--- config.mk ---
export PLATFORM = sky130hd
export DESIGN_NAME = burst_seq_top
export DESIGN_NICKNAME = d
export VERILOG_FILES = /design/src/rtl/burst_seq_pkg.sv /design/src/rtl/burst_upper_reg.sv /design/src/rtl/burst_beat_ctr.sv /design/src/rtl/burst_offset_map.sv /design/src/rtl/burst_seq_top.sv
export SDC_FILE = /design/constraint.sdc
export NUM_CORES = 1
export LEC_CHECK = 0
export CAP_MARGIN = 30
export CORE_UTILIZATION = 36
export DETAILED_ROUTE_END_ITERATION = 16
export PLACE_DENSITY = 0.76
export SLEW_MARGIN = 20
export SYNTH_ARGS = -nofsm -noshare
export SYNTH_HDL_FRONTEND = slang
export SYNTH_HIERARCHICAL = 1
export SYNTH_SLANG_ARGS = --single-unit
--- constraint.sdc ---
create_clock -name clk -period 1.26 [get_ports clk]
set_input_delay 0.252 -clock clk [delete_from_list [all_inputs] [get_ports clk]]
set_output_delay 0.252 -clock clk [all_outputs]
set_load 0.005 [all_outputs]
--- src/rtl/burst_seq_pkg.sv ---
package burst_seq_pkg;

    localparam int OFF_W = 2;

    typedef enum logic {
        ORD_LINEAR     = 1'b0,
        ORD_INTERLEAVE = 1'b1
    } order_e;

    typedef struct packed {
        logic [OFF_W-1:0] start;
        logic [OFF_W-1:0] beat;
    } burst_state_t;

    function automatic logic [OFF_W-1:0] map_offset(
        input order_e           ord,
        input logic [OFF_W-1:0] start,
        input logic [OFF_W-1:0] beat
    );
        logic [OFF_W-1:0] res;
        if (ord == ORD_INTERLEAVE) begin
            res = start ^ beat;
        end else begin
            res = start + beat;
        end
        return res;
    endfunction

endpackage

--- src/rtl/burst_upper_reg.sv ---
module burst_upper_reg #(
    parameter int UP_W = 13
) (
    input  logic            clk,
    input  logic            rst,
    input  logic            load,
    input  logic [UP_W-1:0] upper_in,
    output logic [UP_W-1:0] upper_q
);

    always_ff @(posedge clk) begin
        if (rst) begin
            upper_q <= '0;
        end else if (load) begin
            upper_q <= upper_in;
        end
    end

endmodule

--- src/rtl/burst_beat_ctr.sv ---
module burst_beat_ctr
    import burst_seq_pkg::*;
(
    input  logic             clk,
    input  logic             rst,
    input  logic             load,
    input  logic             step,
    input  logic [OFF_W-1:0] start_in,
    output burst_state_t     state_q
);

    burst_state_t state_d;

    always_comb begin
        state_d = state_q;
        if (load) begin
            state_d.start = start_in;
            state_d.beat  = '0;
        end else if (step) begin
            state_d.beat  = state_q.beat + 1'b1;
        end
    end

    always_ff @(posedge clk) begin
        if (rst) begin
            state_q <= '0;
        end else begin
            state_q <= state_d;
        end
    end

endmodule

--- src/rtl/burst_offset_map.sv ---
module burst_offset_map
    import burst_seq_pkg::*;
(
    input  order_e           ord,
    input  burst_state_t     state,
    output logic [OFF_W-1:0] offset
);

    always_comb begin
        offset = map_offset(ord, state.start, state.beat);
    end

endmodule

--- src/rtl/burst_seq_top.sv ---
module burst_seq_top
    import burst_seq_pkg::*;
#(
    parameter int ADDR_W = 15
) (
    input  logic              clk,
    input  logic              rst,
    input  logic              cpu_strobe_n,
    input  logic              ctl_strobe_n,
    input  logic              step_n,
    input  logic              order_sel,
    input  logic [ADDR_W-1:0] addr_in,
    output logic [ADDR_W-1:0] word_addr,
    output logic [1:0]        beat_idx
);

    localparam int UP_W = ADDR_W - OFF_W;

    logic             load;
    logic             step;
    logic [UP_W-1:0]  upper_q;
    burst_state_t     state_q;
    logic [OFF_W-1:0] offset;
    order_e           ord;

    assign load = ~cpu_strobe_n | ~ctl_strobe_n;
    assign step = ~step_n;
    assign ord  = order_e'(order_sel);

    burst_upper_reg #(.UP_W(UP_W)) upper_i (
        .clk      (clk),
        .rst      (rst),
        .load     (load),
        .upper_in (addr_in[ADDR_W-1:OFF_W]),
        .upper_q  (upper_q)
    );

    burst_beat_ctr beat_i (
        .clk      (clk),
        .rst      (rst),
        .load     (load),
        .step     (step),
        .start_in (addr_in[OFF_W-1:0]),
        .state_q  (state_q)
    );

    burst_offset_map map_i (
        .ord    (ord),
        .state  (state_q),
        .offset (offset)
    );

    assign word_addr = {upper_q, offset};
    assign beat_idx  = state_q.beat;

endmodule

Yosys cells after proc, flatten, opt, wreduce, memory -nomap -nowiden
Index checks and enable logic that the tools add are counted.
W data, S select, Z words.

word-level totals
  flip-flop bits (word level) = 17
  memories = 0
  memory bits (writable) = 0
  latch bits = 0
  logic and storage cells = 11
  memory bits (read-only) = 0
  output and inout bits = 17

operators by class
  reduce and logical (&&, ||, !) cells = 1
  multipliers = 0
  order comparisons = 0
  $add $sub $neg = 2
  bitwise logic cells = 4
  mux-type cells = 1
  shifts and indexed selects = 0
  equality and inequality tests = 0
  div/mod/pow operators = 0

operators by type and width
  kind                   number
  $add A2 B1 Y2 const B  1
  $add A2 B2 Y2          1
  $mux W2                1
  $not A1 Y1             2
  $reduce_or A2 Y1       1
  $xor A2 B2 Y2          1
  $or A1 B1 Y1           1

Depth between registers and ports, before layout
  depth after elaboration = 3
  mapped depth = 5
  gate-level depth less buffers = 3

Cells and area by module
The synthesis kept the hierarchy.

by module, submodules not included
  module            cells an instance  instances  area an instance (sq um)
  burst_upper_reg   42                 1          474.2
  burst_beat_ctr    13                 1          151.4
  burst_offset_map  4                  1          36.3
  burst_seq_top     2                  1          7.5

Worst setup path before layout
OpenSTA, ideal clock, no wires.

  path type = register to output
  start = register, netlist name beat_i/state_q[0]
  end = output port word_addr[1]
  stages on the path, launching flop included = 4
  data arrival time = 823 ps
  setup slack = 185 ps
  path buffers = 0
  path through = dfxtp_1 > ha_1 > nor2b_1 > xnor2_1

on the way
  longest elaborated chain between the ends = 2

ends and longest elaborated chain
  what           line                 RTL
  $add A2 B2 Y2  burst_seq_pkg.sv:24  res = start + beat;
  $mux W2        burst_seq_pkg.sv:21  if (ord == ORD_INTERLEAVE) begin
  to (decl)      burst_seq_top.sv:13  output logic [ADDR_W-1:0] word_addr,

Every way passes these cells.

Final worst setup path
  start = register, netlist name beat_i/state_q[0]
  end = output port word_addr[1]

on the way
  longest elaborated chain between the ends = 2

ends and longest elaborated chain
  what           line
  $add A2 B2 Y2  burst_seq_pkg.sv:24
  $mux W2        burst_seq_pkg.sv:21

Every way passes these cells.

==> flow_summary.toml <==
[global_routing]
gr-usage-met2_pct = 29.6
grt_overflow = 0
grt_pass1_vias = 530
antenna_found_initial = 0
grt.total_usage_pct = 16.5
grt_pass1_wl_um = 2270
use_met1_pct = 17.0
grt_max_degree = 18
busiest_layer = "met2"
use_met3_pct = 3.60

[final_layout]
nNetsFinal = 129
drive_gt1_share_pct = 30.2
num_antenna_cells = 0
layout_commonest_cell = "clkdlybuf4s50_1"
fin_area_mm2 = 0.00116
fillers = 155
syn_to_final_growth_pct = 73.8
final_cell_mix = "clkdlybuf4s50_1, mux2i_1, nor2_1, dfxtp_2, dlygate4sd2_1"

[route]
route.detailed.drc = 0
routedWlPerCell_um = 11.5
drt_iter0_markers = 5
viasPerCell = 4.47
dr.pass1.iters = 2
detail-route-antenna-nets = 0
via_count = 585
totalWireLength_um = 1500

[setup_path]
cp.required_ps = 1010
cp-end-kind = "output pin"
cp_max_fo = 2
crit_chain = "ha_4 -> nor2b_4 -> xnor2_1 -> buf_2"
cp-start-kind = "register"
slowest_delay_ps = 360
critPathKind = "reg -> out"
slowest_stage = "dfxtp_4"
worstPathArrival_ps = 1200

[placement]
place_congestion = 0.680
post_dp_cell_area_mm2 = 0.00109
portBuffers = 37
hpwl_um = 1070

[pwr]
internal_power_uw = 832
power_frac_comb_pct = 19.5
total_power_mw = 1.09
p_sw_uw = 260
power_density_mw_per_mm2 = 939
p_seq_share_pct = 53.8
clockPowerShare_pct = 26.6
irDropWorstVdd_v = 0.000739
p_sw_share_pct = 23.8
leakagePower_nw = 0.579

[logic_synthesis]
syn_avg_cell_area_um2 = 11.0
synthesis.nets = 83
synthCells = 61
syn_area_um2 = 669
ys_warn_count = 6
synth_seq_cells = 17
yosysSeqAreaShare_pct = 50.8
yosysUniqueCellTypes = 15

[clock_network]
numCtsBuffers = 3
cts_sinks = 17
cts_tree = "done"
clk_pin_slew_ps = 100
cts_root_buf = "clkbuf_4"
clock_latency_ps = 290
cts_buffer_depth = 2
htreeDepth = 1

[floorplan]
core_mm2 = 0.00173
dieArea_mm2 = 0.00204
start_util_pct = 38.8
die_y_um = 45.1
die_x_um = 45.1
pin_count = 38
rows = 15

[timing]
tns_ps = -189
slew_headroom_pct = 89.1
fin_crit_sh_pct = 115
period_minus_slack_ps = 1450
final-setup-viol-count = 1
worstMarginPinSlew_ps = 162
slew_violations = 0
final-hold-violation-count = 0
holdWs_ps = 488
setup_ws_ps = -189
rsz0062_at_grt = "true"
skew_ps = 1.89
fmax_mhz = 690

[outcome]
status = "finished, violations left"
violations = "negative setup slack"

[hold_path]
hp-class = "reg -> reg"

[job]
max_cap_viol_count = 0
[area by class of cell]
cell class	count	area, µm²	share of cell area (%)
clock buffers	3	22.5	1.94
well taps	25	31.3	2.69
inverters	1	3.75	0.323
multi-input cells	40	318	27.3
clock inverters	1	5.00	0.430
flip-flops and latches	17	360	31.0
repair buffers	44	423	36.3
[synthesized netlist by cell type]
cell type	number	share of area [%]
inv_1	1	0.56
nand3b_1	1	1.1
mux2i_1	15	22
a211oi_2	1	1.9
buf_6	1	1.7
a21bo_1	1	1.5
ha_1	1	1.9
nor3_1	1	0.75
clkbuf_1	1	0.56
nand2_1	1	0.56
dfxtp_1	17	51
xnor2_1	3	3.9
nor2b_1	1	0.94
buf_12	1	3.0
nor2_1	15	8.4
[path summary, 6_finish.rpt]
kind | start | end | slack (ps) | cells after the start
hold reg to reg | upper_i/upper_q[10] | upper_i/upper_q[10] | 490 | 2
hold / removal | upper_i/upper_q[10] | upper_i/upper_q[10] | 490 | 2
setup / recovery | beat_i/state_q[0] | word_addr[1] | -190 | 4
setup reg to reg | beat_i/state_q[0] | beat_i/state_q[1] | 330 | 3
[kinds of logic after synthesis]
logic type	share of synthesized area [%]
AO/OA/AOI/OAI	3.36
multiplexers	22.4
adder cells (fa/ha/maj)	1.87
AND/OR/NAND/NOR	11.8
flip-flops	50.8
XOR/XNOR	3.93
buffers and inverters	5.79
[power groups by stage]
| stage | clock [mW] | combinational, mW | sequential, mW |
|---|---|---|---|
| global placement | 0 | 0.222 | 0.596 |
| finish | 0.291 | 0.214 | 0.588 |
| floorplan | 0 | 0.0778 | 0.600 |
| CTS | 0.300 | 0.211 | 0.588 |
| global route | 0.332 | 0.232 | 0.592 |
| detailed placement | 0 | 0.226 | 0.598 |
[metrics by stage]
step / std cells / setup slack (ps) / util [%]
CTS: 131 / -179 / 66.9
global placement: 124 / -413 / 63.2
global route: 131 / -256 / 67.4
detailed placement: 124 / -435 / 63.2
finish: 131 / -189 / 67.4
floorplan: 61 / 185 / -
[critical path: cells and delay by family, from the launching register on]
family,cells,cell delay [ps]
XOR/XNOR,1,140
adder cells (fa/ha/maj),1,150
buffers and inverters,1,140
flip-flops,1,360
AND/OR/NAND/NOR,1,120
[routing by layer]
layer / routed length [µm] / up-vias / part of all wire, %
met4: 35 / 0 / 2.3
met2: 815 / 15 / 54
met5: 0 / - / 0
met1: 602 / 275 / 40
li1: - / 291 / -
met3: 47 / 4 / 3.1
[timing repair]
action | 4_1_cts | 5_1_grt
buffers inserted | 3 | 0
pin swaps | 2 | 1
hold buffers | 0 | 0
resized for setup | 44 | 3
gates cloned | 0 | 0
setup endpoints to repair | 17 | 3
hold endpoints to repair | 0 | 0
[sequential cells by signal, summed over array words and instances (netlist names)]
| name | flops |
|---|---|
| upper_i/upper_q | 13 |
| beat_i/state_q | 4 |
Note: power is estimated with default switching activity, not from simulation.
